`src/rtl/mlu_pkg.sv`:
```
package mlu_pkg;

    localparam int BYTE_W = 8;

    typedef enum logic [2:0] {
        ST_IDLE,
        ST_ISSUE_LO,
        ST_ISSUE_HI,
        ST_FINISH,
        ST_RESP
    } mlu_state_e;

    function automatic int lanes_of(input int data_w);
        return data_w / BYTE_W;
    endfunction

    function automatic int count_width(input int lanes);
        return $clog2(lanes + 1);
    endfunction

    function automatic int size_code_width(input int lanes);
        return $clog2($clog2(lanes) + 1);
    endfunction

endpackage

```
`src/rtl/mlu_addr_split.sv`:
```
module mlu_addr_split #(
    parameter int ADDR_W = 32,
    parameter int SIZE_W = 2,
    parameter int CNT_W  = 4
) (
    input  logic [ADDR_W-1:0] addr,
    input  logic [SIZE_W-1:0] size_log2,
    output logic [ADDR_W-1:0] lo_addr,
    output logic [ADDR_W-1:0] hi_addr,
    output logic [CNT_W-1:0]  nbytes,
    output logic [CNT_W-1:0]  offset,
    output logic              split
);
    logic [ADDR_W-1:0] low_mask;

    always_comb begin
        nbytes   = CNT_W'(1) << size_log2;
        low_mask = ADDR_W'(nbytes) - ADDR_W'(1);
        lo_addr  = addr & ~low_mask;
        hi_addr  = lo_addr + ADDR_W'(nbytes);
        offset   = CNT_W'(addr & low_mask);
        split    = (offset != '0);
    end

endmodule

```
`src/rtl/mlu_part_align.sv`:
```
module mlu_part_align #(
    parameter int DATA_W    = 64,
    parameter int CNT_W     = 4,
    parameter bit HIGH_PART = 1'b0
) (
    input  logic [DATA_W-1:0] rdata,
    input  logic [CNT_W-1:0]  nbytes,
    input  logic [CNT_W-1:0]  offset,
    output logic [DATA_W-1:0] part
);
    import mlu_pkg::*;

    localparam int NB   = lanes_of(DATA_W);
    localparam int SH_W = CNT_W + 3;

    logic [CNT_W-1:0]  keep_cnt;
    logic [DATA_W-1:0] keep;
    logic [DATA_W-1:0] kept;
    logic [SH_W-1:0]   shamt;

    generate
        if (HIGH_PART) begin : g_high
            // high block contributes its lanes below the offset, placed on top
            always_comb begin
                keep_cnt = offset;
                shamt    = {nbytes - offset, 3'b000};
            end
        end else begin : g_low
            // low block contributes lanes offset..size-1, moved down to lane 0
            always_comb begin
                keep_cnt = nbytes;
                shamt    = {offset, 3'b000};
            end
        end
    endgenerate

    always_comb begin
        for (int b = 0; b < NB; b++) begin
            keep[b*BYTE_W +: BYTE_W] = (CNT_W'(b) < keep_cnt) ? '1 : '0;
        end
        kept = rdata & keep;
        if (HIGH_PART) part = kept << shamt;
        else           part = kept >> shamt;
    end

endmodule

```
`src/rtl/misaligned_load_unit.sv`:
```
module misaligned_load_unit
    import mlu_pkg::*;
#(
    parameter int ADDR_W = 32,
    parameter int DATA_W = 64,
    parameter int SIZE_W = size_code_width(lanes_of(DATA_W))
) (
    input  logic              clk,
    input  logic              rst,
    input  logic              req_valid,
    output logic              req_ready,
    input  logic [ADDR_W-1:0] req_addr,
    input  logic [SIZE_W-1:0] req_size,
    output logic              mem_rd_en,
    output logic [ADDR_W-1:0] mem_rd_addr,
    output logic [SIZE_W-1:0] mem_rd_size,
    input  logic [DATA_W-1:0] mem_rd_data,
    output logic              rsp_valid,
    input  logic              rsp_ready,
    output logic [DATA_W-1:0] rsp_data
);
    localparam int NB    = lanes_of(DATA_W);
    localparam int CNT_W = count_width(NB);

    typedef struct packed {
        logic [ADDR_W-1:0] addr;
        logic [SIZE_W-1:0] size;
    } load_req_t;

    mlu_state_e        state_q, state_d;
    load_req_t         req_q;
    logic [DATA_W-1:0] result_q;

    logic [ADDR_W-1:0] lo_addr, hi_addr;
    logic [CNT_W-1:0]  nbytes, offset;
    logic              split;
    logic [DATA_W-1:0] lo_part, hi_part;

    mlu_addr_split #(.ADDR_W(ADDR_W), .SIZE_W(SIZE_W), .CNT_W(CNT_W)) split_i (
        .addr      (req_q.addr),
        .size_log2 (req_q.size),
        .lo_addr   (lo_addr),
        .hi_addr   (hi_addr),
        .nbytes    (nbytes),
        .offset    (offset),
        .split     (split)
    );

    mlu_part_align #(.DATA_W(DATA_W), .CNT_W(CNT_W), .HIGH_PART(1'b0)) lo_align_i (
        .rdata  (mem_rd_data),
        .nbytes (nbytes),
        .offset (offset),
        .part   (lo_part)
    );

    mlu_part_align #(.DATA_W(DATA_W), .CNT_W(CNT_W), .HIGH_PART(1'b1)) hi_align_i (
        .rdata  (mem_rd_data),
        .nbytes (nbytes),
        .offset (offset),
        .part   (hi_part)
    );

    always_comb begin
        state_d = state_q;
        unique case (state_q)
            ST_IDLE:     if (req_valid) state_d = ST_ISSUE_LO;
            ST_ISSUE_LO: state_d = split ? ST_ISSUE_HI : ST_FINISH;
            ST_ISSUE_HI: state_d = ST_FINISH;
            ST_FINISH:   state_d = ST_RESP;
            ST_RESP:     if (rsp_ready) state_d = ST_IDLE;
            default:     state_d = ST_IDLE;
        endcase
    end

    always_ff @(posedge clk) begin
        if (rst) begin
            state_q  <= ST_IDLE;
            req_q    <= '0;
            result_q <= '0;
        end else begin
            state_q <= state_d;
            if (req_valid && req_ready) begin
                req_q.addr <= req_addr;
                req_q.size <= req_size;
            end
            // low part lands while the high read is in flight; high part ORs onto it
            if (state_q == ST_ISSUE_HI) begin
                result_q <= lo_part;
            end else if (state_q == ST_FINISH) begin
                result_q <= split ? (result_q | hi_part) : lo_part;
            end
        end
    end

    always_comb begin
        req_ready   = (state_q == ST_IDLE);
        mem_rd_en   = (state_q == ST_ISSUE_LO) || (state_q == ST_ISSUE_HI);
        mem_rd_addr = (state_q == ST_ISSUE_HI) ? hi_addr : lo_addr;
        mem_rd_size = req_q.size;
        rsp_valid   = (state_q == ST_RESP);
        rsp_data    = result_q;
    end

    logic [DATA_W-1:0] rsp_keep;
    always_comb begin
        for (int b = 0; b < NB; b++) begin
            rsp_keep[b*BYTE_W +: BYTE_W] = (CNT_W'(b) < nbytes) ? '1 : '0;
        end
    end

    AST_ALIGNED_ONE_READ: assert property (@(posedge clk) disable iff (rst)
        (mem_rd_en && state_q == ST_ISSUE_LO && offset == '0) |=> !mem_rd_en);
    AST_HI_STEP: assert property (@(posedge clk) disable iff (rst)
        (mem_rd_en && state_q == ST_ISSUE_HI) |-> mem_rd_addr == $past(mem_rd_addr) + ADDR_W'(nbytes));
    AST_RD_ALIGNED: assert property (@(posedge clk) disable iff (rst)
        mem_rd_en |-> (mem_rd_addr & (ADDR_W'(nbytes) - ADDR_W'(1))) == '0);
    AST_UPPER_CLEAR: assert property (@(posedge clk) disable iff (rst)
        rsp_valid |-> (rsp_data & ~rsp_keep) == '0);
    AST_BYTE_SINGLE: assert property (@(posedge clk) disable iff (rst)
        (mem_rd_en && mem_rd_size == '0) |=> !mem_rd_en);
    AST_RSP_DELAY: assert property (@(posedge clk) disable iff (rst)
        $rose(rsp_valid) |-> ($past(mem_rd_en, 2) && !$past(mem_rd_en)));
    AST_RSP_HOLD: assert property (@(posedge clk) disable iff (rst)
        (rsp_valid && !rsp_ready) |=> (rsp_valid && $stable(rsp_data)));
    AST_BUSY_AFTER_ACCEPT: assert property (@(posedge clk) disable iff (rst)
        (req_valid && req_ready) |=> !req_ready);

endmodule

```
`config.mk`:
```
export PLATFORM = sky130hd
export DESIGN_NAME = misaligned_load_unit
export DESIGN_NICKNAME = d
export VERILOG_FILES = /design/src/rtl/mlu_pkg.sv /design/src/rtl/mlu_addr_split.sv /design/src/rtl/mlu_part_align.sv /design/src/rtl/misaligned_load_unit.sv
export SDC_FILE = /design/constraint.sdc
export NUM_CORES = 1
export LEC_CHECK = 0
export CAP_MARGIN = 5
export CORE_ASPECT_RATIO = 0.9
export CORE_MARGIN = 4
export CORE_UTILIZATION = 30
export DETAILED_ROUTE_END_ITERATION = 8
export DONT_BUFFER_PORTS = 1
export MAX_ROUTING_LAYER = met4
export SYNTH_ARGS = -nofsm -noshare
export SYNTH_HDL_FRONTEND = slang
export SYNTH_SLANG_ARGS = --single-unit
```
`constraint.sdc`:
```
create_clock -name clk -period 8.9 [get_ports clk]
set_input_delay 1.78 -clock clk [delete_from_list [all_inputs] [get_ports clk]]
set_output_delay 1.78 -clock clk [all_outputs]
set_load 0.02 [all_outputs]
```
* Word level (Yosys, flattened, before mapping)
Index checks and enable logic that the tools add are counted.
** Storage, ports and cells
- Register bits :: 101
- Bits of input ports :: 102
- Word-level logic and storage cells :: 68
** Cells by class
- Add/subtract/negate cells :: 3
- Magnitude comparators :: 16
- Eq/ne operators :: 6
- Shifts and indexed selects :: 3
- Muxes and demuxes :: 24
- Bitwise gates (word level) :: 6
- Reductions and logical operators :: 6
** Operators by type and width (number)
- 64-bit two-way mux :: 3
- 64-bit bitwise AND :: 2
- 8-bit two-way mux :: 16
- 64-bit OR :: 1
- 64-bit by 7-bit << shifter with 64-bit output :: 1
- 64-bit by 7-bit right shift with 64-bit output :: 1
- 32-bit by 4-bit adder with 32-bit output :: 1
- 32-bit bitwise AND :: 1
- 3-bit by 4-bit less-than comparator with 1-bit output, first input constant :: 8
- 32-bit two-way mux :: 1
- 32-bit NOT :: 1
- 1-bit by 4-bit less-than comparator with 1-bit output, first input constant :: 4
- 2-bit by 4-bit less-than comparator with 1-bit output, first input constant :: 4
- 3-bit case mux with 5 select lines :: 1
- 3-bit by 2-bit equality test with 1-bit output, second input constant :: 2
- 3-bit two-way mux :: 2
- 4-bit by 1-bit subtractor with 5-bit output, second input constant :: 1
- 4-bit bitwise AND :: 1
- 4-bit nonzero test :: 1
- 1-bit by 2-bit << shifter with 4-bit output, first input constant :: 1
- 4-bit subtractor :: 1
- 3-bit by 1-bit equality test with 1-bit output, second input constant :: 1
- 3-bit equality test, second input constant :: 1
- 3-bit zero test :: 1
- 7 further kinds :: 7

* Depth between registers and ports, before layout
- Depth in word-level cells :: 11
- Depth in mapped cells :: 15
- Gate-level depth less buffers :: 9

* Hierarchy
Synthesis repeated with hierarchy kept, for this count alone.
** Second synthesis, totals
- Cell total of the unflattened synthesis :: 1385
- Area, all modules :: 10142.2 µm²
** By module, submodules not included
- misaligned_load_unit :: times used 1, cells an instance 503, area an instance 4405.5 µm², seq. area each 2021.9 µm²
- mlu_part_align (hi_align_i) :: times used 1, cells an instance 352, area an instance 2473.6 µm², seq. area each 0.0 µm²
- mlu_part_align (lo_align_i) :: times used 1, cells an instance 368, area an instance 2204.6 µm², seq. area each 0.0 µm²
- mlu_addr_split :: times used 1, cells an instance 162, area an instance 1058.5 µm², seq. area each 0.0 µm²

* Worst setup path after synthesis
OpenSTA, ideal clock, no wires.
- Path kind :: reg-to-output
- Start point :: register req_q, in the netlist mem_rd_size[1]
- End point :: output port mem_rd_addr[31]
- Arrival :: 2992 ps
- Data required time :: 7120 ps
- Path slack :: 4128 ps
- Cell stages (with the launch flop) :: 14
- Path buffers :: 6
- Cell sequence :: dfxtp_1 -> buf_4 -> buf_4 -> buf_2 -> clkbuf_1 -> buf_1 -> nor2_1 -> ha_1 -> and3b_1 -> o32a_1 -> and4b_1 -> buf_2 -> nand4_1 -> xnor2_1
** Between the ends
- Longest elaborated chain between the ends :: 6
** RTL lines
- start: declaration :: RTL line misaligned_load_unit.sv:31 : load_req_t req_q;
- 1-bit by 2-bit << shifter with 4-bit output (*) :: RTL line mlu_addr_split.sv:17 : nbytes = CNT_W'(1) << size_log2;
- 4-bit by 1-bit subtractor with 5-bit output :: RTL line mlu_addr_split.sv:18 : low_mask = ADDR_W'(nbytes) - ADDR_W'(1);
- 32-bit NOT :: RTL line mlu_addr_split.sv:19 : lo_addr = addr & ~low_mask;
- 32-bit bitwise AND :: RTL line mlu_addr_split.sv:19
- 32-bit by 4-bit adder with 32-bit output :: RTL line mlu_addr_split.sv:20 : hi_addr = lo_addr + ADDR_W'(nbytes);
- 32-bit two-way mux (*) :: RTL line misaligned_load_unit.sv:98 : mem_rd_addr = (state_q == ST_ISSUE_HI) ? hi_addr : lo_addr;
- end: declaration :: RTL line misaligned_load_unit.sv:15 : output logic [ADDR_W-1:0] mem_rd_addr,
Mark *: on every way between the ends. The rest lies on a longest branch, timed or not.

* Worst setup path in the final report
Same ends and word-level chain as after synthesis.

==> reports/results.tsv <==
stage	metric	value	unit
outcome	outcome	completed	
setup_path	source of the critical timing path	mem_rd_size[1]	
finish	nets	1145	
finish	n_diodes	0	
logic_synthesis	number of enable flip-flop cells after synthesis	0	
route	remaining routing DRC violations	0	
finish	P&R area growth vs syn	3.99	%
route	met2 routed WL	16500	um
power_and_ir_drop	combinational share of power	0.366	
timing	largest clock skew in the final design	0.0114	ns
placed_design	Post-DP HPWL	28600	um
logic_synthesis	proportion of synthesized flip-flops having asynchronous set or reset	0	
die	Cell Rows	58	
setup_path	endpoint class of the critical path	output pin	
setup_path	classification of the worst setup path	reg2out	
logic_synthesis	number of synthesized register bits	101	
worst_hold_path	Hold Crit Start	req_q[19]	
timing	Worst Max-Slew Pin Slew	1.31	ns
global_routing	vias in the first global route	8449	
timing	worst slew margin relative to its limit	0.107	
clock_tree	Max clock buf depth	2	
finish	combined area of the multi-input logic cells	5840	um2
clock_tree	number of setup buffers added after CTS	0	
logic_synthesis	Synth Warn #	0	
power_and_ir_drop	standby leakage power	2.87	nW
timing	count of final setup violators	0	
job	max-cap violations	0	
logic_synthesis	synthesized area per cell	7.53	um2
power_and_ir_drop	PD cells	190	nW/um2
die	Total Die Area	31100	um2
power_and_ir_drop	net switching power	0.768	mW
power_and_ir_drop	power share of the sequential group	0.391	
setup_path	nature of the critical path startpoint	flip-flop	
finish	commonest non-fill, non-tap cell in the layout	nand2_1	
clock_tree	clock latency reported for the late side of the worst-skew pair	0.37	ns
clock_tree	maximum level of the CTS H-tree	3	
setup_path	FF-to-FF path depth	10	
placed_design	count of input and output buffers	0	
placed_design	Post-Place Cells	1389	
finish	# fillers	3024	
setup_path	required time of the critical path	7.12	ns
global_routing	maximum number of pins on one net before global-route repair	105	
timing	minimum period implied by the final worst setup slack	5.29	ns
clock_tree	Clock Root Buffer	clkbuf_16	
clock_tree	TritonCTS clock tree	yes	
logic_synthesis	area share of the leading cell type in the synthesized netlist	0.238	
route	first-iteration detailed-routing DRC count	1374	
die	Die Y-Extent	168	um
global_routing	GRT Overall Usage	0.246	
route	wire length after detailed routing	39000	um
clock_tree	# clock sinks	101	
timing	number of pins exceeding their max-slew limit in the final report	0	
setup_path	CP Data Arrival Time	3.51	ns
timing	RSZ-0062 raised after global routing	no	
logic_synthesis	total nets after synthesis	1233	
timing	peak clock frequency supported by timing	0.189	GHz
power_and_ir_drop	P_int	0.909	mW
finish	most frequent cells in the layout	nand2_1, dfxtp_1, a21oi_1, a211oi_1, nand3_1	
worst_hold_path	classification of the worst-slack hold path	reg2reg	
setup_path	worst stage delay on the critical path	0.61	ns
power_and_ir_drop	Net Sw Frac	0.458	
logic_synthesis	most used flip-flop cell after synthesis	dfxtp_1	
die	area of the core	27900	um2
placed_design	Placed Instance Area	8550	um2
setup_path	register-to-register setup slack	4.09	ns
finish	final instance area	8830	um2
logic_synthesis	Post-Synthesis Cells	1128	
clock_tree	post-cts gate resize count	0	
setup_path	capture point of the worst path	mem_rd_addr[31]	
logic_synthesis	largest area contributor in the netlist	dfxtp_1	
timing	number of hold-slack violations in the final timing report	0	
route	Antenna Nets Post-Route	0	
route	total met3 wirelength after detailed routing	4850	um
logic_synthesis	sequential area share after synthesis	0.238	
route	vias post-DR	9503	
setup_path	terminus of the critical flop-to-flop path	rsp_data[21]	
setup_path	reg2reg start	mem_rd_size[1]	
placed_design	gp weighted congestion	0.989	
logic_synthesis	Post-Synthesis Cell Area	8490	um2
die	number of top-level pins	203	
route	TritonRoute pass-1 iters	6	
clock_tree	cts bufs inserted	9	
timing	TNS Setup	0	ns
timing	Final period util	0.595	
route	top routing layer used	met4	
clock_tree	hold bufs inserted after CTS	0	
route	routed length on met1	15900	um
finish	proportion of layout cells with a drive suffix above 1	0.0842	
die	die width	185	um
clock_tree	Worst-path clk slew	0.08	ns
global_routing	first-pass GRT wire length	57300	um
setup_path	crit path cell chain	buf_4 -> nor2_1 -> ha_1 -> and3b_1 -> o32a_1 -> and4b_1 -> nand4_1 -> xnor2_1	
global_routing	final global-route overflow total	0	
route	drt wl/cell	27.8	um
setup_path	cell with the largest stage delay on the worst path	buf_4	
power_and_ir_drop	IR Drop Worst-Case VDD	0.000112	V
power_and_ir_drop	clock network power share	0.243	
global_routing	antenna violations before repair	0	
logic_synthesis	main area contributors after synthesis	dfxtp_1, a211oi_1, a21oi_1	
setup_path	largest fanout on the critical path	68	
route	detail-routed via count per cell	6.76	
logic_synthesis	count of cell types in the netlist	71	
finish	post-route non-filler standard cell count	1405	
finish	Sequential cell area	2030	um2
die	starting utilization of the core area	0.304	
-- cell usage after synthesis, types with 17 or more instances --
master,number
nor4_1,17
mux2_2,32
nand4_1,20
o21ai_1,19
a32oi_1,26
a22oi_1,36
nor2_1,41
mux2i_1,24
o211ai_1,18
inv_1,21
o22ai_1,19
nand2_1,126
nor3_1,17
buf_2,46
xnor2_1,27
a21oi_1,95
a211oi_1,77
dfxtp_1,101
nand3_1,67
clkbuf_1,55
o21ai_0,21
-- routing by layer --
layer	vias up	global-route usage
li1	4183	-
met1	4529	0.324
met2	651	0.348
met3	140	0.0780
met4	0	0.0992
met5	-	-
-- stage by stage --
step / power [mW] / util / setup WS (ns) / hold slack (ns)
after floorplan: 1.11 / - / 4.13 / 0.436
after global placement: 1.25 / 0.306 / 4.06 / 0.439
after detailed placement: 1.26 / 0.306 / 3.98 / 0.441
after CTS: 1.67 / 0.316 / 3.58 / 0.452
after global routing: 1.76 / 0.316 / 3.38 / 0.480
final: 1.68 / 0.316 / 3.61 / 0.460
-- area by class of cell --
class | count | area share
Timing Repair Buffer | 20 | 0.0170
Clock buffer | 9 | 0.0255
Sequential cell | 101 | 0.230
Tap cell | 360 | 0.0510
Inverter | 22 | 0.00935
Multi-Input combinational cell | 886 | 0.661
Clock inverter | 7 | 0.00652
-- flip-flops by register name, summed over array words and instances (netlist names) --
| name | count |
|---|---|
| state_q | 3 |
| req_q | 32 |
| mem_rd_size | 2 |
| rsp_data | 64 |
-- cells by family after synthesis --
group	count (synthesis)	synth area share
xor gates and xnor gates	32	0.0330
AOI/OAI and AO/OA	438	0.367
muxes	57	0.0721
buffers and inverters	141	0.0757
DFF	101	0.238
adders and majority gates	3	0.00530
and+or+nand+nor	356	0.209
-- worst min-delay path by stage --
| stage | slack, ns | cells after the start | end |
|---|---|---|---|
| global placement | 0.44 | 2 | req_q[19] |
| CTS | 0.45 | 2 | req_q[19] |
| global route | 0.48 | 2 | req_q[19] |
| floorplan | 0.44 | 2 | req_q[19] |
| finish | 0.46 | 2 | req_q[19] |
| detailed placement | 0.44 | 2 | req_q[19] |
-- worst max-delay path, delay by kind of cell, from the launching register on --
| kind | cells | cell delay, ns |
|---|---|---|
| AOI/OAI and AO/OA | 1 | 0.22 |
| DFF | 1 | 0.50 |
| and+or+nand+nor | 4 | 0.96 |
| adders and majority gates | 1 | 0.34 |
| buffers and inverters | 1 | 0.61 |
| xor gates and xnor gates | 1 | 0.49 |
-- power by group through the flow --
| stage | clock network, mW | registers, mW | logic [mW] |
|---|---|---|---|
| after floorplan | 0 | 0.622 | 0.485 |
| after global placement | 0 | 0.664 | 0.591 |
| after detailed placement | 0 | 0.666 | 0.598 |
| after CTS | 0.416 | 0.655 | 0.600 |
| after global routing | 0.433 | 0.666 | 0.659 |
| final | 0.408 | 0.655 | 0.614 |
Power figures use the tool's default switching activity.
